--- config.mk ---
export PLATFORM = sky130hd
export DESIGN_NAME = jump_prep_unit
export DESIGN_NICKNAME = d
export VERILOG_FILES = /design/src/rtl/jump_prep_unit.sv
export SDC_FILE = /design/constraint.sdc
export NUM_CORES = 1
export LEC_CHECK = 0
export ABC_AREA = 1
export ABC_CLOCK_PERIOD_IN_PS = 5630
export CAP_MARGIN = 10
export CORE_AREA = 2 2 122 124
export DETAILED_ROUTE_END_ITERATION = 10
export DIE_AREA = 0 0 124 126
export PLACE_DENSITY = 0.93
export SLEW_MARGIN = 40
export SYNTH_ARGS = -nofsm -noshare
export SYNTH_HDL_FRONTEND = slang
export SYNTH_SLANG_ARGS = --single-unit
--- constraint.sdc ---
create_clock -name clk -period 5.63 [get_ports clk]
set_input_delay 1.126 -clock clk [delete_from_list [all_inputs] [get_ports clk]]
set_output_delay 1.126 -clock clk [all_outputs]
set_load 0.01 [all_outputs]
--- src/rtl/jump_prep_unit.sv ---
module jump_prep_unit #(
  parameter int SLOTS   = 3,
  parameter int AW      = 32,
  parameter int CW      = 8,
  parameter int LATENCY = 4
) (
  input  logic                  clk,
  input  logic                  rst_n,
  input  logic                  flush,
  input  logic                  grp_valid,
  input  logic [2*SLOTS-1:0]    slot_op,
  input  logic [CW*SLOTS-1:0]   slot_cond,
  input  logic [AW*SLOTS-1:0]   slot_tgt0,
  input  logic [AW*SLOTS-1:0]   slot_tgt1,
  input  logic [AW-1:0]         pred_addr,
  output logic                  redir_valid,
  output logic [AW-1:0]         redir_addr,
  output logic                  used_fallback
);
  localparam int AGW = $clog2(LATENCY + 1);
  localparam logic [AGW-1:0] AGE_MAX = AGW'(LATENCY);
  localparam logic [1:0] OP_SETF = 2'b01;
  localparam logic [1:0] OP_SETC = 2'b10;
  localparam logic [1:0] OP_JUMP = 2'b11;

  logic [AW-1:0]  tgt_q, tgt_d;
  logic           valid_q, valid_d;
  logic [AGW-1:0] age_q, age_d;
  logic           hit, settled, fresh, stop;

  always_comb begin
    tgt_d   = tgt_q;
    valid_d = valid_q;
    age_d   = (age_q == AGE_MAX) ? age_q : age_q + 1'b1;
    hit     = 1'b0;
    settled = 1'b0;
    fresh   = 1'b0;
    stop    = 1'b0;
    for (int i = 0; i < SLOTS; i++) begin
      if (!stop) begin
        case (slot_op[2*i +: 2])
          OP_SETF: begin
            tgt_d = slot_tgt0[AW*i +: AW];
            valid_d = 1'b1; age_d = '0; fresh = 1'b1;
          end
          OP_SETC: begin
            tgt_d = (slot_cond[CW*i +: CW] == '0) ? slot_tgt0[AW*i +: AW]
                                                  : slot_tgt1[AW*i +: AW];
            valid_d = 1'b1; age_d = '0; fresh = 1'b1;
          end
          OP_JUMP: begin
            hit     = 1'b1;
            settled = valid_q && !fresh && (age_q == AGE_MAX);
            valid_d = 1'b0;
            stop    = 1'b1;
          end
          default: ;
        endcase
      end
    end
  end

  always_ff @(posedge clk) begin
    if (!rst_n || flush) begin
      tgt_q         <= '0;
      valid_q       <= 1'b0;
      age_q         <= '0;
      redir_valid   <= 1'b0;
      used_fallback <= 1'b0;
      if (!rst_n) redir_addr <= '0;
    end else if (grp_valid) begin
      tgt_q         <= tgt_d;
      valid_q       <= valid_d;
      age_q         <= age_d;
      redir_valid   <= hit;
      used_fallback <= hit && !settled;
      if (hit) redir_addr <= settled ? tgt_q : pred_addr;
    end else begin
      redir_valid   <= 1'b0;
      used_fallback <= 1'b0;
    end
  end
endmodule

==> results.txt, run 1 <==
* Run status: completed
* Worst min-delay path startpoint: age_q[1]$_SDFFE_PP0P_
* Routed wirelength normalized by instance count: 16.8 um
- Logic pwr share: approximately 32%
- Clk slew on worst S/H paths: about 0.050 ns
* Cell Chain, Critical Path: clkdlybuf4s50_1 -> ha_1 -> nor2_2 -> nand2_2 -> inv_2 -> nor2_2 -> nor2_4 -> o21ai_0 -> a21oi_1
- Routed Wire Length: between 20000 and 25000 um
- Worst-skew pair later-pin latency: 0.33 ns
- The endpoint identified for the worst register-to-register timing path is redir_addr[27]$_SDFFCE_PP0P_.
- Die footprint: 0.0156 mm^2
- Delay contributed by the slowest stage of the critical path: 0.63 ns
- The worst path uses 70.0% of the clock period.
* Worst endpoint required time: 5.89 ns
* Initial antenna violation count: 0
- Counting stages on the worst path, the most repeated cell is nor2_2.
- OpenSTA, run right after detailed placement, puts the worst setup slack at 1.48 ns.
- Final Core Density: between 60% and 70%
- Worst vdd rail ir drop: between 0.1 and 0.15 mV
- The number of max-slew violations in the final report was 0.
* Crit end category: flip-flop
- Share of the synthesized netlist area taken by xor and xnor gates: 0%
- In the post-route analysis, the smallest setup slack over all paths is 1.69 ns.
- Net count after synthesis: 1202
- The repair_antennas step left the layout with diodes totalling 0.
- Clock share of power: 32.5%
- The clock period could shrink to 3.94 ns.
* Path depth of the worst reg2reg path: 8
- Headroom to the max-slew limit came out at roughly 47%.
- The first global-routing pass estimated 35000 um of wire.
* Detail Route Antenna Nets: 0
- Setup violations remaining at the end of the flow were counted as 0.
- Clock tree from TritonCTS: done
* Vias in the first global route: 6896
* Detailed placer's ending HPWL: 16900 um
* Standby leakage power: 3.48 nW
* # H-tree levels: 3
* Register bit total from synthesis: 70
* Cell variety after synth: 27
- The tool flagged a number of max-cap violations equal to 0.
* Switching component of the power: 0.473 mW
- Actual transition at the worst max-transition pin: 0.787 ns
* Syn Std Cell Area: slightly below 0.006 mm^2
- The placed instances occupy a cell area of 0.00862 mm^2.
* Total DRC errors in the routed layout: 0
- Mux cell area share after synthesis: 0%
- The biggest area contributor in the post-synthesis netlist is edfxtp_1.
- The final-report hold violation count is 0.
- Final estimated routing congestion in global placement: 0.950
- Height of the chip: approximately 130 um
* Post-CTS Hold Buffers: 0
- Type of the most critical hold path: flip-flop to flip-flop
* Setup TNS Final: 0 ns
* EDFF count, synth: 32
- Register share of total power: 35.4%
- For hold timing, the worst endpoint is age_q[1]$_SDFFE_PP0P_.
- Of the total synthesized cell area, the portion taken by full adders, half adders and majority gates is 3.04%.
* Starting DRT DRC Count: 933
- Floorplan die width: 124 um
- Post-Route Skew: 0.00667 ns
- The critical path is of the input pin to flip-flop type.
- The total area inside the core boundary comes to between 0.01 and 0.015 mm^2.
- Cell area after layout: 0.00890 mm^2
- The design draws 1.66 mW.
- RSZ-0062 raised after global routing: false
- Number of placement rows: 44
- Global routing finished with a remaining overflow of 0.
- Yosys warnings: 0
* Critical path launch point type: input pin
- Of all flip-flops after synthesis, the portion carrying an async set or reset was 0%.
- Setup slack, reg-to-reg: 3.63 ns
- Launch instance of the worst register-to-register path: age_q[0]$_SDFFE_PP0P_
* Post-Synthesis Mean Instance Area: 6.20 um^2
- Relative to the synthesized area, the layout overhead comes to 54.5%.
- Data arrival at the endpoint of the critical path: 4.19 ns
- The kind of cell with the highest combined delay along the critical path is simple AND/OR/NAND/NOR gates.
- For this run, the post-layout net count is 1437.
- Cell depth of the worst setup path: 9
- CTS Root Cell: clkbuf_16
- Of the total synthesized cell area, the portion taken by AND, OR, NAND and NOR gates is 28.9%.
- Net switching is 28.5% of the power.
- The clock net in this run drives a total of 70 sinks.
* DRT Pass-1 Iters: 6
- Power Dens Cells: about 190 mW/mm^2
- The internal portion of the total power is 1.18 mW.
- In the global route stage, overall resource usage came out at between 20% and 30%.
* Highest clock frequency the design can meet: 0.254 GHz
* Buffers inserted by post-CTS timing repair: 0
- Post-cts sizing count: 0
- On the critical path, the stage with the largest delay is an instance of inv_2.
- By area the synthesized netlist is led by edfxtp_1 17%, dfxtp_1 13%, a21oi_1 11%, o21ai_0 9.6%, nand2_1 9.6%.
- Largest net degree at the start of global routing: 38
- Input and output buffers added on the ports amount to slightly below 300.
- Overall via count from detail_route: ~7600
- Counting both buffers and inverters, the worst setup path holds a total of 2.
* Dominant combinational cell family by area after synthesis: simple AND/OR/NAND/NOR gates
- For this run, the leading register cell type out of synthesis is dfxtp_1.
- After detailed routing, the number of vias per cell comes to approximately 5.6.
- The worst hold path was traced through 2 stages.
- Number of buffers inserted during clock tree synthesis: 9
- Once the floorplan was initialized, standard cells occupied a little over 40% of the core.
- After technology mapping, the gate count stands at 930.
- Peak fanout along the critical path: 33
* Seq/Total Area, Yosys: 29.9%
- The synthesized design devotes to its leading area cell type 16.7% of total area.
- During I/O placement, the number of pins put on the boundary was 292.
* Worst-case clock buffer depth: 2
- The synthesized netlist devotes 28.7% of its cell area to compound gates.
- Number of inserted filler cells in the final layout: 1271
* Share of layout cells above drive strength 1: approximately 3.4%
## worst register-to-register path, stage by stage (launching register included)
cell and delay (ns):
dfxtp_1 0.32, inv_1 0.09, ha_1 0.19, nand4_1 0.15, nor2_4 0.12, buf_4 0.29
inv_2 0.29, nor2_1 0.22, nor2_1 0.07
## placed cells by master (no fill, tap or decap), drive strengths merged
cell type / Yosys / final
o31ai: 1 / 1
a31oi: 1 / 1
bufinv: 0 / 1
o221ai: 1 / 1
a21oi: 129 / 129
clkinv: 0 / 2
o21ai: 192 / 192
nor3: 63 / 63
dfxtp: 38 / 38
nand3: 38 / 38
buf: 30 / 6
inv: 50 / 50
nand2: 151 / 151
clkdlybuf4s50: 0 / 291
nor2: 142 / 142
nor4: 1 / 1
o21bai: 2 / 2
edfxtp: 32 / 32
ha: 14 / 14
nand4: 1 / 1
clkbuf: 43 / 13
a211oi: 1 / 1
## stage by stage
stage,hold slack (ns),std cells
global route,0.533,1354
CTS,0.503,1354
floorplan,0.462,930
detailed placement,0.496,1338
finish,0.498,1354
global placement,0.477,1338
## layout make-up
class	count	area (um^2)	area share [%]
clock buffers	13	240	2.70
clock inverters	3	37.5	0.422
repair buffers	297	2960	33.2
multi-input cells	737	3530	39.6
well taps	184	230	2.59
flip-flops and latches	70	1720	19.3
inverters	50	188	2.11
## routing by layer
| layer | GRT usage, % | wire length, um | vias up |
|---|---|---|---|
| met2 | 48.7 | 10800 | 456 |
| met5 | 0 | 0 | - |
| met4 | 7.01 | 375 | 0 |
| met1 | 37.0 | 9240 | 3420 |
| li1 | - | - | 3644 |
| met3 | 4.85 | 2400 | 33 |
## kinds of logic (layout without fill, tap and decap cells)
group	after synthesis	count (layout)
AOI/OAI and AO/OA	327	327
adders and majority gates	14	14
buffers and inverters	123	363
DFF	70	70
and+or+nand+nor	396	396
## synthesized netlist by cell type, types with 2 or more instances
| library cell | instances |
|---|---|
| buf_1 | 4 |
| nand2_2 | 4 |
| nor2_1 | 136 |
| ha_1 | 14 |
| nor2_2 | 2 |
| buf_6 | 8 |
| clkbuf_1 | 43 |
| nor2_4 | 4 |
| nor3_1 | 63 |
| buf_2 | 15 |
| inv_1 | 44 |
| nand3_1 | 38 |
| dfxtp_1 | 38 |
| edfxtp_1 | 32 |
| a21oi_1 | 129 |
| o21ai_0 | 111 |
| buf_4 | 3 |
| inv_2 | 6 |
| o21bai_1 | 2 |
| o21ai_1 | 81 |
| nand2_1 | 147 |
## state kept, by name (all words and copies together) (netlist names)
register,cells
age_q,3
redir_addr,32
valid_q,1
tgt_q,32
redir_valid,1
used_fallback,1
## worst max-delay path by stage
| stage | end | from |
|---|---|---|
| after global routing | tgt_q[0]$_SDFFE_PP0P_ | slot_op[0] |
| after global placement | tgt_q[16]$_SDFFE_PP0P_ | slot_op[3] |
| after floorplan | redir_addr[0]$_SDFFCE_PP0P_ | grp_valid |
| after CTS | tgt_q[5]$_SDFFE_PP0P_ | slot_op[0] |
| after detailed placement | tgt_q[5]$_SDFFE_PP0P_ | slot_op[0] |
| final | tgt_q[5]$_SDFFE_PP0P_ | slot_op[0] |
## power by group through the flow
stage / clock [mW] / combinational (mW) / sequential [mW]
detailed placement: 0 / 0.521 / 0.595
CTS: 0.541 / 0.524 / 0.585
finish: 0.538 / 0.532 / 0.586
global placement: 0 / 0.514 / 0.594
floorplan: 0 / 0.206 / 0.604
global route: 0.561 / 0.576 / 0.588
Power figures use the tool's default switching activity.
==> run 2, diff against run 1 <==
--- a/config.mk
+++ b/config.mk
@@ -6,7 +6,7 @@
 export NUM_CORES = 1
 export LEC_CHECK = 0
 export ABC_AREA = 1
-export ABC_CLOCK_PERIOD_IN_PS = 5630
+export ABC_CLOCK_PERIOD_IN_PS = 4000
 export CAP_MARGIN = 10
 export CORE_AREA = 2 2 122 124
 export DETAILED_ROUTE_END_ITERATION = 10
==> constraint.sdc (replaced) <==
create_clock -name clk -period 4 [get_ports clk]
set_input_delay 0.8 -clock clk [delete_from_list [all_inputs] [get_ports clk]]
set_output_delay 0.8 -clock clk [all_outputs]
set_load 0.01 [all_outputs]
==> run 2 against run 1 <==
Against the previous run: routed wire length is 3.0% higher; clock power is 61% higher; largest cell class unchanged; first-iteration DRC count is 7.6% lower; global-route usage is 1.0 points higher; sequential cell count stayed put; final cell count is 1.0% higher; sequential power is 41% higher; worst hold slack worse by 0.0077 ns.
==> results.txt, run 2 (synthesized netlist as in run 1, its figures left out) <==
- In the global route stage, overall resource usage came out at 29.5%.
- In the routed layout, each cell is associated on average with a via count of 5.60.
- Total clock sinks: 70
* Power Dens Cells: between 200 and 300 mW/mm^2
- Setup slack, reg-to-reg: 2.08 ns
* Post-cts sizing count: 0
- The completed layout was analyzed and its total power is 2.45 mW.
- The tool flagged a number of max-cap violations equal to 0.
* # H-tree levels: 3
- Number of placement rows: 44
- The flow ran to the end, and the final reports show no timing, DRC or antenna violations.
- Post-Route Skew: 0.0106 ns
* Critical path launch point type: input pin
- The area growth from synthesis to layout is 57.0%.
* Net total in the final layout: 1450
- Worst-skew pair later-pin latency: 0.33 ns
- Static timing analysis puts the maximum clock frequency at approximately 0.32 GHz.
- Crit end category: flip-flop
- Hold-critical path depth: 2
- Data arrives at the worst endpoint at between 3 and 4 ns.
- Peak fanout along the critical path: 32
- Post-CTS Hold Buffers: 0
- For the pin with the worst max-slew slack, the measured transition is 0.802 ns.
- The final-report hold violation count is 0.
* Vias in the first global route: slightly below 7000
- Path depth of the worst reg2reg path: 7
- Height of the chip: 126 um
- Standby leakage power: ~3.6 nW
- Setup total negative slack on the finished layout was measured at 0 ns.
* Initial antenna violation count: 1
* Wire length of the first global-routing pass: 35900 um
- Detailed placement finished with a half-perimeter wire length of 18000 um.
* Most common cell after layout, fill and taps aside: clkdlybuf4s50_1
- In this run the worst hold path is classified as flip-flop to flip-flop.
- Worst endpoint required time: 4.08 ns
* Worst-case clock buffer depth: 2
- The first routing iteration left about 860 violations.
* Clock tree from TritonCTS: done
- The worst setup path is of the input pin to flip-flop kind.
- Routed wirelength normalized by instance count: 17.2 um
- Buffers inserted by post-CTS timing repair: 0
* Share of layout cells above drive strength 1: 4.48%
* Part of the cycle the worst path needs: 77.7%
* Number of inserted filler cells in the final layout: 1285
* Fin crit period: about 3.1 ns
* Number of buffers inserted during clock tree synthesis: 9
* Clk slew on worst S/H paths: roughly 0.060 ns
* Final estimated routing congestion in global placement: between 0.8 and 0.9
- Largest net degree at the start of global routing: 44
* RSZ-0062 raised after global routing: false
- For this design the top-level I/O count stands at a little under 300.
- During placement, the flow inserted port buffers numbering between 200 and 300.
- Most frequent cells in the layout: 291 x clkdlybuf4s50_1, 147 x nand2_1, 135 x nor2_1
- Worst min-delay path startpoint: age_q[1]$_SDFFE_PP0P_
* Total DRC errors in the routed layout: 0
- Reg-to-reg endpoint: redir_addr[31]$_SDFFCE_PP0P_
- Total gr overflow: 0
* CTS Root Cell: clkbuf_16
- Headroom to the max-slew limit came out at 46.5%.
- DRT Pass-1 Iters: 5
- Setup violations remaining at the end of the flow were counted as 0.
* Launch instance of the worst register-to-register path: age_q[0]$_SDFFE_PP0P_
- The die is 124 um wide.
- For this configuration, the core starts out at a cell density of slightly above 40%.
- For this block, the routed nets add up to around 23000 um of wire.
- In this run the remaining antenna-violating nets after routing total 0.
- In the final layout, the registers with the most flip-flops are redir_addr x32, tgt_q x32, age_q x3.
- Worst vdd rail ir drop: 0.186 mV
* Overall via count from detail_route: ~7700
- The number of max-slew violations in the final report came to 0.
- After floorplanning, the core was sized to cover 0.0143 mm^2.
* Hold endpoint: age_q[1]$_SDFFE_PP0P_
- The die covers 0.0156 mm^2.
[run 2: worst max path at each step]
stage / start / to / depth (start not counted)
after CTS: slot_op[2] / redir_addr[31]$_SDFFCE_PP0P_ / 11
after detailed placement: slot_op[2] / redir_addr[31]$_SDFFCE_PP0P_ / 11
final: slot_op[2] / redir_addr[31]$_SDFFCE_PP0P_ / 11
after global placement: slot_op[2] / tgt_q[8]$_SDFFE_PP0P_ / 10
after global routing: slot_op[2] / redir_addr[26]$_SDFFCE_PP0P_ / 11
after floorplan: grp_valid / redir_addr[0]$_SDFFCE_PP0P_ / 4
[run 2: power by group]
group | total [mW] | switching, mW | internal [mW]
logic | 0.756 | 0.363 | 0.394
registers | 0.826 | 0.0245 | 0.801
clock network | 0.868 | 0.304 | 0.564
[run 2: critical path, cell delays in order]
cell	delay, ns
clkdlybuf4s50_1	0.51
inv_1	0.09
ha_1	0.35
nand2_2	0.29
nand3_1	0.13
nand2_1	0.10
inv_2	0.04
nor2_4	0.28
inv_2	0.30
nor2_1	0.21
nor2_1	0.07
[run 2: routing by layer]
layer / global-route usage [%] / up-vias / share of wire (%)
li1: - / 3669 / -
met1: 39.3 / 3447 / 40
met2: 48.5 / 488 / 46
met3: 4.62 / 62 / 11
met4: 9.39 / 0 / 3.0
met5: 0 / - / 0
[run 2: cell type report]
| type | instances | area, um^2 | area share, % |
|---|---|---|---|
| diodes | 1 | 2.50 | 0.0277 |
| clock buffers | 11 | 243 | 2.68 |
| clock inverters | 5 | 82.6 | 0.913 |
| inverters | 50 | 188 | 2.07 |
| multi-input cells | 737 | 3510 | 38.8 |
| flip-flops and latches | 70 | 1720 | 19.0 |
| well taps | 184 | 230 | 2.54 |
| repair buffers | 310 | 3070 | 33.9 |
[run 2: metrics by stage]
stage | setup WS (ns) | util, % | cell area (um^2) | std cells | hold WS (ns)
after floorplan | 0.686 | - | 5770 | 930 | 0.462
after global placement | 0.765 | 60.9 | 8720 | 1351 | 0.476
after detailed placement | 0.608 | 60.9 | 8720 | 1351 | 0.483
after CTS | 0.947 | 63.2 | 9050 | 1367 | 0.489
after global routing | 0.698 | 63.2 | 9050 | 1367 | 0.507
final | 0.893 | 63.2 | 9050 | 1368 | 0.490
==> run 3, diff against run 2 <==
--- a/config.mk
+++ b/config.mk
@@ -6,12 +6,12 @@
 export NUM_CORES = 1
 export LEC_CHECK = 0
 export ABC_AREA = 1
-export ABC_CLOCK_PERIOD_IN_PS = 4000
+export ABC_CLOCK_PERIOD_IN_PS = 2600
 export CAP_MARGIN = 10
-export CORE_AREA = 2 2 122 124
+export CORE_AREA = 2 2 128 130
 export DETAILED_ROUTE_END_ITERATION = 10
-export DIE_AREA = 0 0 124 126
-export PLACE_DENSITY = 0.93
+export DIE_AREA = 0 0 130 132
+export PLACE_DENSITY = 0.89
 export SLEW_MARGIN = 40
 export SYNTH_ARGS = -nofsm -noshare
 export SYNTH_HDL_FRONTEND = slang
==> constraint.sdc (replaced) <==
create_clock -name clk -period 2.6 [get_ports clk]
set_input_delay 0.52 -clock clk [delete_from_list [all_inputs] [get_ports clk]]
set_output_delay 0.52 -clock clk [all_outputs]
set_load 0.01 [all_outputs]
==> run 3 against run 2 <==
Against the previous run: setup slack lost 0.70 ns; design area grew 2.0%; non-clock buffer count grew 16; routed wire length shrank 0.37%; first-iteration DRC count shrank 20%; critical path depth shrank 2; utilization shrank 4.5 points; sequential power grew 54%; critical endpoint is now tgt_q[21]$_SDFFE_PP0P_; largest power group is now registers; highest routed layer unchanged.
==> results.txt, run 3 (synthesized netlist as in run 1, its figures left out) <==
- Run status: completed
* Power Dens Cells: 405 mW/mm^2
* Detail Route Antenna Nets: 0
* Total clock sinks: 70
* Launch instance of the worst register-to-register path: age_q[0]$_SDFFE_PP0P_
- Buffers and inverters on the worst path: 2
- In this run the worst setup path begins at slot_op[2].
* Relative area change from synthesis to final layout: 60.2%
- Adding up every negative setup slack in the final design gives 0 ns.
- Peak fanout along the critical path: 33
* Core outline area: 0.0157 mm^2
- Clock skew on the completed layout was measured at 0.00731 ns.
* Total design power: 3.74 mW
* Port Buffer Count: 291
- In this run the most critical hold path is launched from age_q[1]$_SDFFE_PP0P_.
* Final estimated routing congestion in global placement: between 0.8 and 0.9
- Worst endpoint required time: between 2 and 3 ns
- The tree is rooted in a clkbuf_16.
* Data arrival at the endpoint of the critical path: around 2.7 ns
* Post-CTS Hold Buffers: 0
- TritonCTS built the clock tree.
- The tool flagged a number of max-cap violations equal to 0.
- Die footprint: approximately 0.017 mm^2
- The final layout contains routed wiring with a total length of roughly 23000 um.
* Initial antenna violation count: 0
* Finish-stage setup viols: 0
- Starting DRT DRC Count: 688
* Buffers inserted by post-CTS timing repair: 0
- Summing over every cut layer, the via total after detailed routing is between 7000 and 8000.
- The routed design could run at a clock period as short as 2.41 ns.
- The critical path is of the input pin to flip-flop type.
- The analysis attributes to cell leakage a power of ~3.7 nW.
- Leaving out fill and tap cells, the most frequent cell in the layout is clkdlybuf4s50_1.
- Before CTS, the worst setup slack after placement is -0.0461 ns.
- Static timing analysis puts the maximum clock frequency at 0.415 GHz.
- Entering global routing, the biggest net connects between 40 and 50 pins.
* Post-cts sizing count: 0
* Critical path launch point type: input pin
- The H-tree generated during clock tree synthesis spans 3 levels.
- Final Slew Violations: 0
- Leaving out fill and tap cells, the most frequent cells in the layout are 291 x clkdlybuf4s50_1, 147 x nand2_1, 135 x nor2_1.
- Worst vdd rail ir drop: 0.301 mV
* Share of layout cells above drive strength 1: around 5.6%
- The via count of the first global-routing pass is 6920.
- Vias per inst: 5.43
- Net total in the final layout: between 1000 and 1500
* Total gr overflow: 0
- Type of the most critical hold path: flip-flop to flip-flop
- Cell Chain, Critical Path: clkdlybuf4s50_1 -> inv_1 -> ha_1 -> nand2_2 -> nand2_1 -> nor2_2 -> nor2_4 -> o21ai_0 -> a21oi_1
- Dividing the detail-routed wire length by the instance count gives around 17 um.
- Cell with the largest stage delay on the worst path: nor2_4
- Height of the chip: 132 um
- Slew headroom: between 50% and 60%
- Overall track demand over capacity in global routing: between 20% and 30%
- Number of buffers inserted during clock tree synthesis: 9
* Detailed placer's ending HPWL: 17800 um
- Setup repair after global routing left no endpoint under its margin.
- Number of placement rows: 46
* Total DRC errors in the routed layout: 0
- Floorplan die width: 130 um
- Part of the cycle the worst path needs: 92.6%
- Worst-skew pair later-pin latency: 0.33 ns
* Number of endpoints with negative hold slack in the final report: 0
* Biggest registers after layout: redir_addr x32, tgt_q x32, age_q x3
- Counting along the longest clock path gives a buffer depth of 2.
- The first TritonRoute pass finished after 5 iterations.
- Crit end category: flip-flop
- Setup slack closes at 0.193 ns.
- Clk slew on worst S/H paths: 0.06 ns
* Cell type group with the largest total delay on the critical path: simple AND/OR/NAND/NOR gates
- ANT cells: 0
- Actual transition at the worst max-transition pin: 0.707 ns
- Wire length of the first global-routing pass: about 36000 um
* Ports: 292
* Effective utilization at floorplan: 36.7%
- Delay contributed by the slowest stage of the critical path: 0.55 ns
run 3: through the flow:
| stage | util, % | cells | hold WS (ns) | cell area, um^2 |
|---|---|---|---|---|
| floorplan | - | 930 | 0.462 | 5780 |
| finish | 58.7 | 1415 | 0.494 | 9230 |
| global placement | 56.7 | 1399 | 0.476 | 8920 |
| CTS | 58.7 | 1415 | 0.501 | 9230 |
| detailed placement | 56.7 | 1399 | 0.494 | 8920 |
| global route | 58.7 | 1415 | 0.536 | 9230 |
run 3: worst min-delay path, cell delays in order, from the launching register on:
cell,delay [ns]
dfxtp_1,0.32
nand2_1,0.06
a21oi_1,0.06
run 3: final cells by class:
| class | count | area (um^2) |
|---|---|---|
| clock buffers | 13 | 272 |
| clock inverters | 3 | 42.5 |
| fillers | 1395 | 6480 |
| inverters | 50 | 188 |
| multi-input cells | 737 | 3510 |
| flip-flops and latches | 70 | 1720 |
| well taps | 216 | 270 |
| repair buffers | 326 | 3230 |
run 3: final timing paths:
check	cells after the start	slack, ns	end
worst max-delay path	9	0.19	tgt_q[21]$_SDFFE_PP0P_
worst min-delay path	2	0.49	age_q[1]$_SDFFE_PP0P_
worst max register to register	7	0.95	redir_addr[25]$_SDFFCE_PP0P_
worst min register to register	2	0.49	age_q[1]$_SDFFE_PP0P_
run 3: where the power goes:
| part | switching (mW) | internal (mW) |
|---|---|---|
| logic | 0.578 | 0.623 |
| registers | 0.0331 | 1.23 |
| clock network | 0.447 | 0.826 |
| total | 1.06 | 2.68 |
run 3: routing by layer:
layer / share of wire, % / vias up / track usage, %
met5: 0 / - / 0
met4: 2.6 / 0 / 7.77
met3: 10 / 51 / 6.09
met2: 46 / 460 / 42.7
met1: 41 / 3483 / 34.5
li1: - / 3691 / -
